`src/rtl/rtc_rf_pkg.sv`:
```
package rtc_rf_pkg;
  localparam int IDX_W   = 3;
  localparam int BYTE_W  = 8;
  localparam int NUM_REG = 1 << IDX_W;

  localparam logic [IDX_W-1:0] IX_SEC  = 3'd0;
  localparam logic [IDX_W-1:0] IX_MIN  = 3'd1;
  localparam logic [IDX_W-1:0] IX_HOUR = 3'd2;
  localparam logic [IDX_W-1:0] IX_WDAY = 3'd3;
  localparam logic [IDX_W-1:0] IX_MDAY = 3'd4;
  localparam logic [IDX_W-1:0] IX_MON  = 3'd5;
  localparam logic [IDX_W-1:0] IX_YEAR = 3'd6;
  localparam logic [IDX_W-1:0] IX_CENT = 3'd7;

  // BCD field bits kept in the user copy of each register.
  function automatic logic [BYTE_W-1:0] field_mask(input logic [IDX_W-1:0] ix);
    case (ix)
      IX_SEC:  field_mask = 8'h7F;
      IX_MIN:  field_mask = 8'h7F;
      IX_HOUR: field_mask = 8'h3F;
      IX_WDAY: field_mask = 8'h07;
      IX_MDAY: field_mask = 8'h3F;
      IX_MON:  field_mask = 8'h1F;
      IX_YEAR: field_mask = 8'hFF;
      default: field_mask = 8'h3F;
    endcase
  endfunction
endpackage

```
`src/rtl/rtc_shadow_bank.sv`:
```
module rtc_shadow_bank
  import rtc_rf_pkg::*;
#(
  parameter int IW = IDX_W,
  parameter int DW = BYTE_W,
  localparam int NR = 1 << IW,
  localparam int TW = NR * DW
) (
  input  logic          clk,
  input  logic          rst_n,
  input  logic          wr_en,
  input  logic [IW-1:0] wr_idx,
  input  logic [DW-1:0] wr_data,
  input  logic          take,
  input  logic [TW-1:0] cnt_flat,
  output logic [TW-1:0] shad_flat
);
  for (genvar g = 0; g < NR; g++) begin : g_reg
    localparam logic [IW-1:0] MY_IX = IW'(g);
    logic [DW-1:0] fld_q;
    always_ff @(posedge clk) begin
      if (!rst_n) begin
        fld_q <= '0;
      end else if (wr_en && wr_idx == MY_IX) begin
        fld_q <= wr_data & field_mask(MY_IX);
      end else if (take) begin
        fld_q <= cnt_flat[g*DW +: DW] & field_mask(MY_IX);
      end
    end
    assign shad_flat[g*DW +: DW] = fld_q;
  end
endmodule

```
`src/rtl/rtc_ctrl_bits.sv`:
```
module rtc_ctrl_bits
  import rtc_rf_pkg::*;
#(
  parameter int IW = IDX_W,
  parameter int DW = BYTE_W
) (
  input  logic          clk,
  input  logic          rst_n,
  input  logic          wr_en,
  input  logic [IW-1:0] wr_idx,
  input  logic [DW-1:0] wr_data,
  output logic          rd_hold,
  output logic          wr_hold,
  output logic          osc_halt,
  output logic          ft_en,
  output logic          load_stb
);
  logic cent_wr, sec_wr, wday_wr;
  assign cent_wr = wr_en && (wr_idx == IX_CENT);
  assign sec_wr  = wr_en && (wr_idx == IX_SEC);
  assign wday_wr = wr_en && (wr_idx == IX_WDAY);

  always_ff @(posedge clk) begin
    if (!rst_n) begin
      rd_hold  <= 1'b0;
      wr_hold  <= 1'b0;
      osc_halt <= 1'b0;
      ft_en    <= 1'b0;
      load_stb <= 1'b0;
    end else begin
      load_stb <= cent_wr && wr_hold && !wr_data[7];
      if (cent_wr) begin
        rd_hold <= wr_data[6];
        wr_hold <= wr_data[7];
      end
      if (sec_wr)  osc_halt <= wr_data[7];
      if (wday_wr) ft_en    <= wr_data[6];
    end
  end
endmodule

```
`src/rtl/rtc_read_mux.sv`:
```
module rtc_read_mux
  import rtc_rf_pkg::*;
#(
  parameter int IW = IDX_W,
  parameter int DW = BYTE_W,
  localparam int NR = 1 << IW,
  localparam int TW = NR * DW
) (
  input  logic [IW-1:0] idx,
  input  logic [TW-1:0] shad_flat,
  input  logic          rd_hold,
  input  logic          wr_hold,
  input  logic          osc_halt,
  input  logic          ft_en,
  input  logic          ft_wave,
  input  logic          batt_good,
  output logic [DW-1:0] rdata
);
  always_comb begin
    rdata = shad_flat[int'(idx)*DW +: DW];
    case (idx)
      IX_SEC: begin
        rdata[DW-1] = osc_halt;
        if (ft_en && !osc_halt) rdata[0] = ft_wave;
      end
      IX_WDAY: begin
        rdata[DW-1] = batt_good;
        rdata[DW-2] = ft_en;
      end
      IX_CENT: begin
        rdata[DW-1] = wr_hold;
        rdata[DW-2] = rd_hold;
      end
      default: ;
    endcase
  end
endmodule

```
`src/rtl/rtc_dbuf_regfile.sv`:
```
module rtc_dbuf_regfile
  import rtc_rf_pkg::*;
#(
  parameter int IW = IDX_W,
  parameter int DW = BYTE_W,
  localparam int NR = 1 << IW,
  localparam int TW = NR * DW
) (
  input  logic          clk,
  input  logic          rst_n,
  input  logic [IW-1:0] reg_idx,
  input  logic          reg_wr,
  input  logic [DW-1:0] reg_wdata,
  output logic [DW-1:0] reg_rdata,
  input  logic [TW-1:0] cnt_time,
  input  logic          cnt_tick,
  input  logic          ft_wave,
  input  logic          batt_good,
  output logic          load_stb,
  output logic [TW-1:0] load_time,
  output logic          osc_run
);
  logic          rd_hold, wr_hold, osc_halt, ft_en;
  logic          view_frozen;
  logic          upd_evt;
  logic [TW-1:0] shad_flat;

  // Follow the counter only while no hold bit is set and no commit is in flight.
  assign view_frozen = rd_hold | wr_hold;
  assign upd_evt     = cnt_tick & ~view_frozen & ~load_stb;

  rtc_ctrl_bits #(.IW(IW), .DW(DW)) ctrl_i (
    .clk(clk), .rst_n(rst_n), .wr_en(reg_wr), .wr_idx(reg_idx), .wr_data(reg_wdata),
    .rd_hold(rd_hold), .wr_hold(wr_hold), .osc_halt(osc_halt), .ft_en(ft_en),
    .load_stb(load_stb)
  );

  rtc_shadow_bank #(.IW(IW), .DW(DW)) bank_i (
    .clk(clk), .rst_n(rst_n), .wr_en(reg_wr), .wr_idx(reg_idx), .wr_data(reg_wdata),
    .take(upd_evt), .cnt_flat(cnt_time), .shad_flat(shad_flat)
  );

  rtc_read_mux #(.IW(IW), .DW(DW)) rmux_i (
    .idx(reg_idx), .shad_flat(shad_flat), .rd_hold(rd_hold), .wr_hold(wr_hold),
    .osc_halt(osc_halt), .ft_en(ft_en), .ft_wave(ft_wave), .batt_good(batt_good),
    .rdata(reg_rdata)
  );

  assign load_time = shad_flat;
  assign osc_run   = ~osc_halt;
endmodule

```
`config.mk`:
```
export PLATFORM = sky130hd
export DESIGN_NAME = rtc_dbuf_regfile
export DESIGN_NICKNAME = d
export VERILOG_FILES = /design/src/rtl/rtc_rf_pkg.sv /design/src/rtl/rtc_shadow_bank.sv /design/src/rtl/rtc_ctrl_bits.sv /design/src/rtl/rtc_read_mux.sv /design/src/rtl/rtc_dbuf_regfile.sv
export SDC_FILE = /design/constraint.sdc
export NUM_CORES = 1
export LEC_CHECK = 0
export BUFFER_PORTS_ARGS = -buffer_cell sky130_fd_sc_hd__buf_2
export CAP_MARGIN = 10
export CORE_MARGIN = 2
export CORE_UTILIZATION = 35
export DETAILED_ROUTE_END_ITERATION = 8
export PLACE_DENSITY = 0.65
export SKIP_LAST_GASP = 1
export SLEW_MARGIN = 20
export SYNTH_ARGS = -nofsm -noshare
export SYNTH_HDL_FRONTEND = slang
export SYNTH_SLANG_ARGS = --single-unit
```
`constraint.sdc`:
```
create_clock -name clk -period 1.6 [get_ports clk]
set_input_delay 0.24 -clock clk [delete_from_list [all_inputs] [get_ports clk]]
set_output_delay 0.24 -clock clk [all_outputs]
set_load 0.05 [all_outputs]
```
==> flow_summary.toml <==
[clock_tree]
hold_buffers = 0
clkLatencyLatePin_ns = 0.32
clock-root-buffer = "clkbuf_8"
h-tree-depth = 2
cts_tree = "built"
cts_sinks = 53
clk_pin_slew_ns = 0.10
clockBufferDepth = 2
numCtsBuffers = 5

[sta]
skew_ns = 0.009258
drv_slew = 0
layout_min_cycle_time_ns = 2.009
hold_violations = 0
fmax_mhz = 497.7
layout_setup_ws_ns = -0.4091
timing.final.crit_share_pct = 125.6
setup_viol = 33
grt_setup_unrepaired = "yes"

[cells_and_area]
stdcell_count = 615
n_antenna_cell = 0
layout.nets = 593
areaGrowthSynthToFinish_pct = 46.75
drive_gt1_share_pct = 48.34
multi_input_area_sq_um = 1700
fill_cells = 737
seqCellArea_sq_um = 1109
design_area_sq_um = 4203

[drt]
routedWlPerCell_um = 17.47
ant_nets = 0
drt-pass1-iter-count = 5
wl_um = 10740
drt_iter0_drc = 252
vias = 3307
drc = 0
via_per_inst = 5.377

[placement]
dp_cells = 583
globalplace.congestion = 0.8406
io_buffers = 122
dp_hpwl_um = 6985
place_ws_ns = -0.2467
placed_area_sq_um = 3727

[critical_path]
crit_start = "bank_i.g_reg[3].fld_q[0]$_SDFFE_PN0P_"
crit_chain = "mux4_2 > nor3b_1 > a311o_2 > buf_6"
start_kind = "flip-flop"
critical_path.max_stage_delay_ns = 0.48
timing.rr.start = "ctrl_i.wr_hold$_SDFFE_PN0P_"
crit_type = "flip-flop to output pin"
reg2reg_to = "bank_i.g_reg[4].fld_q[5]$_SDFFE_PN0P_"
cp_max_fo = 2
cp_top_family = "multiplexers"
rr_worst_depth = 7
path_buf_inv = 1
cp_slowest_cell = "mux4_2"
cp.arrival_ns = 1.77
worst-r2r-setup-slack_ns = -0.06
crit_required_ns = 1.36
crit_path_end_kind = "output pin"

[grt]
grt_max_degree = 49
overflow = 0
antenna_found_initial = 0
grt_pass1_vias = 2969
grt_pass1_wl_um = 15350
grtUsageTotal_pct = 21.73

[die]
die_area_sq_um = 8923
boundaryPins = 155
rows = 32
die_x_um = 94.46
start_util_pct = 36.50
core_sq_um = 7848
fp.dieH_um = 94.46

[synth]
ys_seq_area_share_pct = 37.05
synth_cell_types = 34
ys_ff_latch = 53
syn_area_per_cell_sq_um = 7.978
synth_warnings = 0
synth_area_sq_um = 2864
syn_inst = 359

[worst_hold_path]
min-delay-path-class = "primary input to flip-flop"
worstHoldStart = "reg_wdata[7]"
holdPathStages = 2
holdPathEnd = "ctrl_i.load_stb$_SDFF_PN0_"

[power_and_ir_drop]
p_per_area_nw_per_um2 = 843.5
power_switching_uw = 1384
p_leak_uw = 0.001933
intPower_uw = 2161
ir_drop_v = 0.0004465
pwr-share-clk_pct = 22.1
pwr-share-seq_pct = 41.8
p_sw_share_pct = 39.04
comb_power_share_pct = 36.2

[outcome]
outcome = "complete, but fails checks"
violations = "negative setup slack"

[run]
drv_cap = 0
==> stage by stage <==
step / util [%] / hold WS [ns] / total power [uW] / setup TNS, ns
after floorplan: - / 0.3094 / 2316 / -0.06951
after global placement: 47.50 / 0.4569 / 2611 / -1.283
after detailed placement: 47.50 / 0.4650 / 2622 / -1.593
after CTS: 51.58 / 0.1361 / 3478 / -0.9894
after global routing: 53.56 / 0.1453 / 3687 / -4.165
final: 53.56 / 0.1394 / 3545 / -1.884
==> worst max-delay path by stage <==
stage,to,slack (ns),cells after the start
after CTS,reg_rdata[0],-0.41,4
after floorplan,reg_rdata[0],-0.07,3
after detailed placement,reg_rdata[3],-0.25,6
after global placement,reg_rdata[0],-0.21,5
final,reg_rdata[0],-0.41,4
after global routing,reg_rdata[0],-0.44,4
==> flip-flops by register name, indices dropped and copies added (netlist names) <==
| signal | count |
|---|---|
| ctrl_i.wr_hold | 1 |
| ctrl_i.ft_en | 1 |
| ctrl_i.rd_hold | 1 |
| bank_i.g.fld_q | 48 |
| ctrl_i.osc_halt | 1 |
| ctrl_i.load_stb | 1 |
==> routing by layer <==
| layer | share of wire (%) | global-route usage [%] |
|---|---|---|
| met5 | 0 | 0 |
| met4 | 2.0 | 6.280 |
| met3 | 9.4 | 4.469 |
| met2 | 45 | 34.46 |
| met1 | 43 | 29.95 |
==> cell type report <==
| type | instances | share of cell area (%) |
|---|---|---|
| multi-input cells | 273 | 40.46 |
| flip-flops and latches | 53 | 26.38 |
| well taps | 102 | 3.037 |
| clock inverters | 2 | 0.3275 |
| clock buffers | 6 | 1.727 |
| inverters | 3 | 0.3572 |
| repair buffers | 176 | 27.72 |
==> cell usage in the layout (no fill, tap or decap), types with 3 or more instances in the layout <==
cell type | Yosys | final
buf_2 | 10 | 112
nand2_1 | 104 | 100
a31oi_1 | 48 | 48
buf_4 | 17 | 46
o21ai_0 | 46 | 45
dfxtp_2 | 0 | 26
dfxtp_1 | 53 | 23
conb_1 | 1 | 16
buf_6 | 4 | 9
mux4_2 | 7 | 7
nor2b_1 | 6 | 6
mux2_2 | 7 | 6
mux2i_1 | 6 | 6
nor2_4 | 0 | 5
clkbuf_8 | 0 | 5
nand2_2 | 0 | 4
dfxtp_4 | 0 | 4
buf_8 | 0 | 4
o21ai_2 | 2 | 3
a221oi_4 | 0 | 3
nand4b_1 | 3 | 3
nand4bb_1 | 3 | 3
==> power by group through the flow <==
stage / Combinational (uW) / Clock (uW) / Sequential [uW]
final: 1280 / 782 / 1480
after global routing: 1350 / 841 / 1490
after CTS: 1200 / 796 / 1480
after detailed placement: 1110 / 0 / 1510
after global placement: 1100 / 0 / 1510
after floorplan: 521 / 0 / 1790
==> synthesized netlist by cell type (all sizes together) <==
cell     instances  area, sq um
nand4            1        6.260
nand3            1        5.000
clkbuf          14        53.80
dfxtp           53         1061
conb             1        3.750
mux2             7        78.83
mux4             7        157.7
or4b             2        20.02
a221oi           4        35.03
a31oi           48        300.3
nor3             1        5.000
a22o             1        8.760
a32o             1        10.01
nor4b            2        23.77
nand4b           3        26.28
inv              3        11.26
a311o            1        10.01
buf             31        222.7
o21ai           49        252.7
mux2i            6        60.06
nor2b            6        37.54
o22ai            1        6.260
nand2b           1        6.260
nand2          104        390.4
nor2             6        22.52
a22oi            1        7.510
nand4bb          3        33.78
nor3b            1        7.510
==> cell families after synthesis <==
kind of cell	Yosys count	share of synthesized area (%)
AND/OR/NAND/NOR	131	20.40
AO/OA/AOI/OAI	106	22.02
flip-flops	53	37.05
buffers and inverters	48	10.05
multiplexers	20	10.35
other	1	0.1309
==> repair_timing <==
item / 4_1_cts / 5_1_grt
buffers inserted: 13 / 7
resized for setup: 50 / 13
cloned: 0 / 4
endpoints found under the setup margin: 8 / 12
pin swaps: 8 / 5
Power figures use the tool's default switching activity.
